File: src/rtl/cwp_pkg.sv
package cwp_pkg;
  timeunit 1ns;
  timeprecision 100ps;

  typedef enum logic [1:0] {
    CM_TOGGLE = 2'b00,
    CM_PAIR   = 2'b01,
    CM_UPDN   = 2'b10,
    CM_RSVD   = 2'b11
  } cmp_mode_e;

  localparam int NCH = 2;
endpackage

File: src/rtl/cwp_cmp_reg.sv
module cwp_cmp_reg #(
  parameter int W = 16
) (
  input  logic         clk_i,
  input  logic         rst_ni,
  input  logic         wr_i,
  input  logic [W-1:0] wdata_i,
  input  logic         buf_en_i,
  input  logic         xfer_i,
  output logic [W-1:0] eff_o,
  output logic [W-1:0] act_o
);
  timeunit 1ns;
  timeprecision 100ps;

  logic [W-1:0] buf_q;
  logic [W-1:0] act_q;
  logic         take_buf;

  // a transfer makes the buffered value live in the same cycle
  assign take_buf = buf_en_i && xfer_i;

  always_ff @(posedge clk_i or negedge rst_ni) begin
    if (!rst_ni) begin
      buf_q <= '0;
      act_q <= '0;
    end else begin
      if (wr_i) begin
        buf_q <= wdata_i;
      end
      if (!buf_en_i && wr_i) begin
        act_q <= wdata_i;
      end else if (take_buf) begin
        act_q <= buf_q;
      end
    end
  end

  assign eff_o = take_buf ? buf_q : act_q;
  assign act_o = act_q;
endmodule

File: src/rtl/cwp_chan.sv
module cwp_chan
  import cwp_pkg::*;
#(
  parameter int W       = 16,
  parameter bit PAIR_OK = 1'b0
) (
  input  logic         clk_i,
  input  logic         rst_ni,
  input  logic         en_i,
  input  logic         peer_en_i,
  input  cmp_mode_e    mode_i,
  input  logic         pol_low_i,
  input  logic [W-1:0] cmp_i,
  input  logic         cnt_vld_i,
  input  logic [W-1:0] cnt_i,
  input  logic         cnt_dn_i,
  input  logic         at_peak_i,
  input  logic [W-1:0] peak_i,
  input  logic         alt_hit_i,
  output logic         rt_o,
  output logic         flag_set_o,
  output logic         tog_hit_o
);
  timeunit 1ns;
  timeprecision 100ps;

  localparam logic [W-1:0] ALL_ONES = '1;
  localparam logic [W-1:0] ALL_ZERO = '0;

  logic is_pair;
  logic is_updn;
  logic run;
  logic eq;
  logic in_rng;
  logic tog_hit;
  logic updn_hit;
  logic act_lvl;
  logic rt_q;
  logic rt_d;

  assign is_pair  = PAIR_OK && (mode_i == CM_PAIR);
  assign is_updn  = (mode_i == CM_UPDN);
  assign run      = en_i && (!is_pair || peer_en_i);
  assign eq       = cnt_vld_i && (cnt_i == cmp_i);
  assign in_rng   = (cmp_i <= peak_i);
  assign tog_hit  = eq && in_rng;
  assign updn_hit = eq && !at_peak_i && (cmp_i != ALL_ZERO) && (cmp_i != ALL_ONES);
  assign act_lvl  = !pol_low_i;

  always_comb begin
    rt_d = rt_q;
    if (run) begin
      if (is_updn) begin
        if (cmp_i == ALL_ZERO) begin
          rt_d = act_lvl;
        end else if (cmp_i == ALL_ONES) begin
          rt_d = !act_lvl;
        end else if (updn_hit) begin
          rt_d = cnt_dn_i ? !act_lvl : act_lvl;
        end
      end else if (is_pair) begin
        if (tog_hit || alt_hit_i) begin
          rt_d = !rt_q;
        end
      end else if (tog_hit) begin
        rt_d = !rt_q;
      end
    end
  end

  always_ff @(posedge clk_i or negedge rst_ni) begin
    if (!rst_ni) begin
      rt_q <= 1'b0;
    end else begin
      rt_q <= rt_d;
    end
  end

  assign rt_o       = rt_q;
  assign flag_set_o = run && (is_updn ? updn_hit : tog_hit);
  assign tog_hit_o  = tog_hit;
endmodule

File: src/rtl/cmp_wave_pair.sv
module cmp_wave_pair
  import cwp_pkg::*;
#(
  parameter int W = 16
) (
  input  logic         clk_i,
  input  logic         rst_ni,
  input  logic         cnt_vld_i,
  input  logic [W-1:0] cnt_i,
  input  logic         cnt_dn_i,
  input  logic         at_peak_i,
  input  logic [W-1:0] peak_i,
  input  logic         en0_i,
  input  logic         en1_i,
  input  logic [1:0]   mode0_i,
  input  logic [1:0]   mode1_i,
  input  logic         pol_low_i,
  input  logic         buf_en_i,
  input  logic         xfer_peak_i,
  input  logic         wr_en_i,
  input  logic         wr_sel_i,
  input  logic [W-1:0] wr_data_i,
  input  logic         flag_wr_i,
  input  logic [1:0]   flag_wdata_i,
  output logic         rt0_o,
  output logic         rt1_o,
  output logic [1:0]   flag_o
);
  timeunit 1ns;
  timeprecision 100ps;

  localparam logic [W-1:0] ZERO_CNT = '0;

  logic                    xfer_now;
  logic [NCH-1:0]          en_v;
  logic [NCH-1:0]          peer_v;
  logic [NCH-1:0][1:0]     mode_v;
  logic [NCH-1:0][W-1:0]   eff_v;
  logic [NCH-1:0][W-1:0]   act_v;
  logic [NCH-1:0]          rt_v;
  logic [NCH-1:0]          set_v;
  logic [NCH-1:0]          tog_v;
  logic [NCH-1:0]          alt_v;
  logic [NCH-1:0]          clr_v;
  logic [NCH-1:0]          flag_q;
  logic [W-1:0]            eff0;
  logic [W-1:0]            eff1;

  assign xfer_now = cnt_vld_i && (xfer_peak_i ? at_peak_i : (cnt_i == ZERO_CNT));

  assign en_v   = {en1_i, en0_i};
  assign peer_v = {en0_i, en1_i};
  assign mode_v = {mode1_i, mode0_i};
  assign alt_v  = {tog_v[0], 1'b0};

  for (genvar g = 0; g < NCH; g++) begin : g_ch
    cwp_cmp_reg #(.W(W)) u_reg (
      .clk_i   (clk_i),
      .rst_ni  (rst_ni),
      .wr_i    (wr_en_i && (wr_sel_i == g[0])),
      .wdata_i (wr_data_i),
      .buf_en_i(buf_en_i),
      .xfer_i  (xfer_now),
      .eff_o   (eff_v[g]),
      .act_o   (act_v[g])
    );

    cwp_chan #(.W(W), .PAIR_OK(g == 1)) u_chan (
      .clk_i     (clk_i),
      .rst_ni    (rst_ni),
      .en_i      (en_v[g]),
      .peer_en_i (peer_v[g]),
      .mode_i    (cmp_mode_e'(mode_v[g])),
      .pol_low_i (pol_low_i),
      .cmp_i     (eff_v[g]),
      .cnt_vld_i (cnt_vld_i),
      .cnt_i     (cnt_i),
      .cnt_dn_i  (cnt_dn_i),
      .at_peak_i (at_peak_i),
      .peak_i    (peak_i),
      .alt_hit_i (alt_v[g]),
      .rt_o      (rt_v[g]),
      .flag_set_o(set_v[g]),
      .tog_hit_o (tog_v[g])
    );

    assign clr_v[g] = flag_wr_i && !flag_wdata_i[g];

    always_ff @(posedge clk_i or negedge rst_ni) begin
      if (!rst_ni) begin
        flag_q[g] <= 1'b0;
      end else begin
        flag_q[g] <= (flag_q[g] && !clr_v[g]) || set_v[g];
      end
    end
  end

  assign eff0   = eff_v[0];
  assign eff1   = eff_v[1];
  assign rt0_o  = rt_v[0];
  assign rt1_o  = rt_v[1];
  assign flag_o = flag_q;
endmodule

File: config.mk
export PLATFORM = sky130hd
export DESIGN_NAME = cmp_wave_pair
export DESIGN_NICKNAME = d
export VERILOG_FILES = /design/src/rtl/cwp_pkg.sv /design/src/rtl/cwp_cmp_reg.sv /design/src/rtl/cwp_chan.sv /design/src/rtl/cmp_wave_pair.sv
export SDC_FILE = /design/constraint.sdc
export NUM_CORES = 1
export LEC_CHECK = 0
export BUFFER_PORTS_ARGS = -buffer_cell sky130_fd_sc_hd__buf_4
export CAP_MARGIN = 20
export CORE_MARGIN = 2
export CORE_UTILIZATION = 45
export DETAILED_ROUTE_END_ITERATION = 8
export GPL_ROUTABILITY_DRIVEN = 0
export PLACE_DENSITY = 0.65
export SLEW_MARGIN = 20
export SYNTH_ARGS = -nofsm -noshare
export SYNTH_HDL_FRONTEND = slang
export SYNTH_SLANG_ARGS = --single-unit
File: constraint.sdc
create_clock -name clk_i -period 8.3 [get_ports clk_i]
set_clock_uncertainty 0.2 [all_clocks]
set_input_delay 0.415 -clock clk_i [delete_from_list [all_inputs] [get_ports clk_i]]
set_output_delay 0.415 -clock clk_i [all_outputs]
set_load 0.02 [all_outputs]
==> results of run 1 <==
-- stage by stage --
step                hold WS, ns  setup WS [ns]  utilization
floorplan               -0.0806           3.61            -
global placement          0.260           3.04        0.511
detailed placement        0.269           2.93        0.511
CTS                      0.0442           3.29        0.538
global route             0.0737           3.01        0.538
finish                  -0.0101           3.23        0.538
-- cell usage after synthesis (13+ instances only) --
cell      instances
nor2_1           22
nand2_1          25
xnor2_1          19
mux2_2           83
inv_1            47
clkbuf_1         16
nand2b_1         20
nand4_1          30
nor4_1           26
dfrtp_1          68
o21ai_0          25
ha_1             34
a21oi_1          29
nand3_1          19
xor2_1           13
-- worst min-delay path by stage --
stage / start / endpoint / slack, ns
4_1_cts: rst_ni / flag_o[1] / 0.04
2_1_floorplan: rst_ni / flag_o[0] / -0.08
6_report: rst_ni / g_ch[1].u_reg.act_o[5] / -0.01
3_5_place_dp: g_ch[0].u_chan.rt_o / g_ch[0].u_chan.rt_o / 0.27
5_1_grt: rst_ni / g_ch[1].u_reg.act_o[5] / 0.07
3_3_place_gp: g_ch[0].u_chan.rt_o / g_ch[0].u_chan.rt_o / 0.26
-- cells by family (layout without fill, tap and decap cells) --
group                    Yosys count  count (layout)  synth area share
flip-flops                        68              68             0.291
AO/OA/AOI/OAI                    140             140             0.172
adder cells (fa/ha/maj)           34              34            0.0729
buffers and inverters             79             136            0.0559
XOR/XNOR                          32              32            0.0480
multiplexers                      94              94             0.179
AND/OR/NAND/NOR                  177             177             0.180
-- sequential cells by signal (all words and copies together) (netlist names) --
signal / cells
g_ch.u_reg.act_o: 32
g_ch.u_reg.buf_q: 32
flag_o: 2
g_ch.u_chan.rt_o: 2
-- per-layer routing --
| metal | vias to the layer above | track usage | share of wire |
|---|---|---|---|
| li1 | 2463 | - | - |
| met5 | - | 0 | 0 |
| met4 | 0 | 0.150 | 0.049 |
| met3 | 94 | 0.0567 | 0.12 |
| met2 | 441 | 0.441 | 0.43 |
| met1 | 2688 | 0.400 | 0.40 |
-- power groups by stage --
stage / clock network (uW) / logic, uW / registers [uW]
after floorplan: 0 / 317 / 466
after global placement: 0 / 441 / 516
after detailed placement: 0 / 453 / 517
after CTS: 451 / 456 / 511
after global routing: 464 / 505 / 523
final: 448 / 464 / 521
-- cell type report --
type                    instances  area share
multi-input cells             477       0.561
clock inverters                 6      0.0164
flip-flops and latches         68       0.250
repair buffers                 71      0.0785
inverters                      49      0.0271
well taps                     172      0.0317
clock buffers                  10      0.0352
==> results.tsv, run 1 <==
metric	value	unit
grtUsageTotal	0.293	
root_buffer	clkbuf_16	
max_stage_delay	0.57	ns
p_leak	0.00285	uW
crit_path_end	g_ch[1].u_chan.rt_o	
switching_share	0.362	
p_sw	519	uW
seq_area	1700	um^2
synth_edf_count	0	
wl_per_cell	23.7	um
crit_path_top_delay_cell	a2111oi_2	
nets	777	
cp_cell_sequence	buf_4, nor4_2, a41oi_4, nor2_4, buf_4, mux2_2, ha_1, a211oi_1, o21bai_1, a2111o_1, a2111oi_2, o2111ai_1, a31oi_1, o221ai_1, mux2_1	
die-area	13900	um^2
placed_cells	837	
syn_area_per_cell	9.36	um^2
cts_setup_buffers	0	
syn_to_final_growth	16.4	%
fp.dieW	118	um
netlist_area	5840	um^2
hpwlAfterDp	15.7	mm
power_frac_seq	0.363	
rows	41	
cp_top_family	compound AO/OA/AOI/OAI gates	
power_density	211	nW/um^2
r2r.worst_path.cells	11	
crit_top_cell	buf_4	
tightest_slew	1.02	ns
multi_input_area	3810	um^2
reg2reg_to	g_ch[1].u_chan.rt_o	
clock_power_share	0.313	
synth_ff_type	dfrtp_1	
path_clk_slew	0.06	ns
ys.warnings.count	0	
intPower	914	uW
fin_area	6790	um^2
core_area	12600	um^2
grt_remaining_overflow	0	
finalSetupTns	0	ns
cts_made_buffers	9	
antenna_found_initial	0	
peakVddDrop	0.0960	mV
num_vias	5686	
viasPerCell	6.67	
drt_iter0_markers	758	
clock_latency	0.34	ns
path_buf_inv	2	
mostFrequentLayoutCell	mux2_2	
place_area	6440	um^2
r2r_start	g_ch[0].u_reg.act_o[10]	
final_cell_mix	83 x mux2_2, 71 x buf_4, 68 x dfrtp_1	
top_level_ports	71	
worst_ep_arrival_time	5.09	ns
hold_viol_final	3	
netlist_top_cells_area	dfrtp_1 29%, mux2_2 16%, ha_1 7.3%, nand4_1 3.2%, inv_1 3.0%	
grt_max_degree	69	
synth-seq-cells	68	
synthArstFlopShare	1.00	
criticalPathCategory	primary input to register	
cap_violations	0	
rsz0062_at_grt	no	
htreeDepth	3	
hold_path_class	primary input to asynchronous set/reset pin	
route.detailed.drc	0	
cp-end-kind	register	
setup_viol	0	
cts_sinks	68	
grt_pass1_vias	5635	
finalCritPeriodShare	0.611	
finalPower	1430	uW
comb_power_share	0.324	
nFillCells	1202	
synth_top_area_share	0.291	
cp-start-kind	primary input	
startpoint	cnt_i[4]	
relSlewSlack	0.317	
post_cts_resized	0	
port_buffers	70	
final-max-slew-violation-count	0	
ant_nets	0	
violations	negative hold slack	
yosysTopAreaCell	dfrtp_1	
cts_tree	built	
cp.depth	15	
cp.required	8.32	ns
initial_core_util	0.463	
hold_slack	-0.0101	ns
hold_buffers	0	
cts_buffer_depth	2	
ys_seq_area_frac	0.291	
wirelength	20.2	mm
r2r_setup_slack	4.57	ns
post-route-min-period	5.07	ns
grt_pass1_wl	31.6	mm
drive_gt1_frac	0.282	
fmax	0.197	GHz
worst-path-max-fanout	22	
die_y	118	um
diodes	0	
fin_cells	853	
status	complete, but fails checks	
synth_cells	624	
yosysUniqueCellTypes	67	
syn_nets	725	
dr.pass1.iters	6	
Note: power is estimated with default switching activity, not from simulation.
==> run 2, diff against run 1 <==
--- a/config.mk
+++ b/config.mk
@@ -11,7 +11,7 @@
 export CORE_UTILIZATION = 45
 export DETAILED_ROUTE_END_ITERATION = 8
 export GPL_ROUTABILITY_DRIVEN = 0
-export PLACE_DENSITY = 0.65
+export PLACE_DENSITY = 0.68
 export SLEW_MARGIN = 20
 export SYNTH_ARGS = -nofsm -noshare
 export SYNTH_HDL_FRONTEND = slang
==> constraint.sdc (replaced) <==
create_clock -name clk_i -period 4.24 [get_ports clk_i]
set_clock_uncertainty 0.2 [all_clocks]
set_input_delay 0.212 -clock clk_i [delete_from_list [all_inputs] [get_ports clk_i]]
set_output_delay 0.212 -clock clk_i [all_outputs]
set_load 0.02 [all_outputs]
==> results.tsv, run 2 (synthesis results as in run 1) <==
metric	value	unit
max_stage_delay	0.58	ns
path_clk_slew	0.05	ns
hold_viol_final	0	
pre_cts_slack	-0.0586	ns
cts_made_buffers	9	
setup_viol	0	
peakVddDrop	0.389	mV
top_level_ports	71	
post-route-min-period	4.15	ns
power_density	381	nW/um^2
crit_path_top_delay_cell	dlygate4sd3_1	
fmax	0.241	GHz
cp_cell_sequence	buf_4, nor4_4, a41oi_4, nor2_4, buf_6, buf_4, mux2_2, ha_1, and4b_1, o21a_1, o21ai_0, a21boi_0, o21ai_0, a21oi_2, o22a_1, o31ai_1, dlygate4sd3_1	
tightest_slew	0.871	ns
nFillCells	1112	
diodes	0	
dr.pass1.iters	6	
r2r_setup_slack	0.51	ns
cts_buffer_depth	2	
port_buffers	70	
final-max-slew-violation-count	0	
core_area	12600	um^2
hpwlAfterDp	15.9	mm
hold_path_class	primary input to register	
initial_core_util	0.463	
grt_pass1_vias	5977	
fp.dieW	118	um
die_y	118	um
cts_sinks	68	
drt_iter0_markers	806	
final_cell_mix	111 x buf_4, 82 x mux2_2, 68 x dfrtp_1	
rows	41	
path_buf_inv	4	
relSlewSlack	0.404	
clock_latency	0.35	ns
grtUsageTotal	0.305	
wl_per_cell	22.7	um
nets	841	
fin_ws	0.0892	ns
htreeDepth	3	
cts_tree	built	
grt_pass1_wl	32.7	mm
viasPerCell	6.50	
grt_remaining_overflow	0	
mostFrequentLayoutCell	buf_4	
root_buffer	clkbuf_16	
finalCritPeriodShare	0.979	
criticalPathCategory	primary input to register	
syn_to_final_growth	25.5	%
cts_setup_buffers	0	
wirelength	20.9	mm
utilization	0.581	
cp-start-kind	primary input	
worst_ep_arrival_time	4.23	ns
status	completed	
antenna_found_initial	0	
finalPower	2790	uW
worst-path-max-fanout	17	
cp.required	4.32	ns
route.detailed.drc	0	
rsz0062_at_grt	yes	
die-area	13900	um^2
grt_max_degree	69	
cp_top_family	compound AO/OA/AOI/OAI gates	
cap_violations	0	
drive_gt1_frac	0.315	
cp-end-kind	register	
ant_nets	0	
num_vias	5963	
p_leak	0.00313	uW
run 2: cell count changes in the layout (fill, tap and decap cells not counted), moves of 2 or more:
cell           delta
buf_4            +40
dlygate4sd3_1    +23
a211oi_1          -2
a211oi_2          +2
clkbuf_1          +2
o21ai_0           -2
o21ai_1           +2
run 2: worst reg2reg max path, stage by stage (launching register included):
cell           delay (ns)
dfrtp_1              0.44
inv_1                0.14
o21ai_0              0.32
ha_1                 0.31
o21ai_0              0.18
o21bai_1             0.08
a2111o_1             0.42
a2111oi_2            0.42
buf_4                0.20
o21ai_0              0.11
o31ai_1              0.09
nand3_1              0.11
nand2_1              0.08
dlygate4sd3_1        0.54
run 2: cell type report:
class	count	area (um^2)	area share
Multi-Input combinational cell	477	3830	0.523
Sequential cell	68	1700	0.232
Timing Repair Buffer	135	1070	0.147
Clock buffer	12	246	0.0336
Tap cell	172	215	0.0294
Inverter	49	184	0.0251
Clock inverter	4	72.6	0.00990
run 2: repair_timing:
item	4_1_cts	5_1_grt
endpoints found under the hold margin	134	0
endpoints found under the setup margin	0	2
hold buffers	23	0
gates resized for setup	0	8
run 2: final timing paths:
check	endpoint	depth (start not counted)	start
hold reg to reg	g_ch[0].u_chan.rt_o	1	g_ch[0].u_chan.rt_o
max in group asynchronous	g_ch[1].u_reg.act_o[1]	2	rst_ni
min in group asynchronous	g_ch[0].u_chan.rt_o	2	rst_ni
setup reg to reg	flag_o[0]	13	g_ch[0].u_reg.act_o[10]
hold / removal	g_ch[0].u_chan.rt_o	4	en0_i
setup / recovery	flag_o[1]	17	cnt_i[12]
run 2: layer usage:
| layer | GRT usage | wire length (um) | up-vias |
|---|---|---|---|
| met5 | 0 | 0 | - |
| met4 | 0.160 | 1130 | 0 |
| met3 | 0.0727 | 2280 | 98 |
| met2 | 0.462 | 9190 | 450 |
| met1 | 0.402 | 8250 | 2820 |
| li1 | - | - | 2595 |
run 2: power by group:
group | internal [uW] | leakage [uW] | total [uW] | switching [uW]
clock network | 530 | 0.000153 | 807 | 277
logic | 484 | 0.00218 | 975 | 491
registers | 771 | 0.000805 | 1010 | 240
run 2: per-stage QoR:
stage	cell area [um^2]	TNS [ns]	hold WS (ns)	instances
detailed placement	6750	-0.0586	0.193	878
CTS	7300	0	0.0199	917
global placement	6750	0	0.188	878
global route	7330	-0.00291	0.0744	917
finish	7330	0	0.0518	917
floorplan	5850	0	-0.284	624
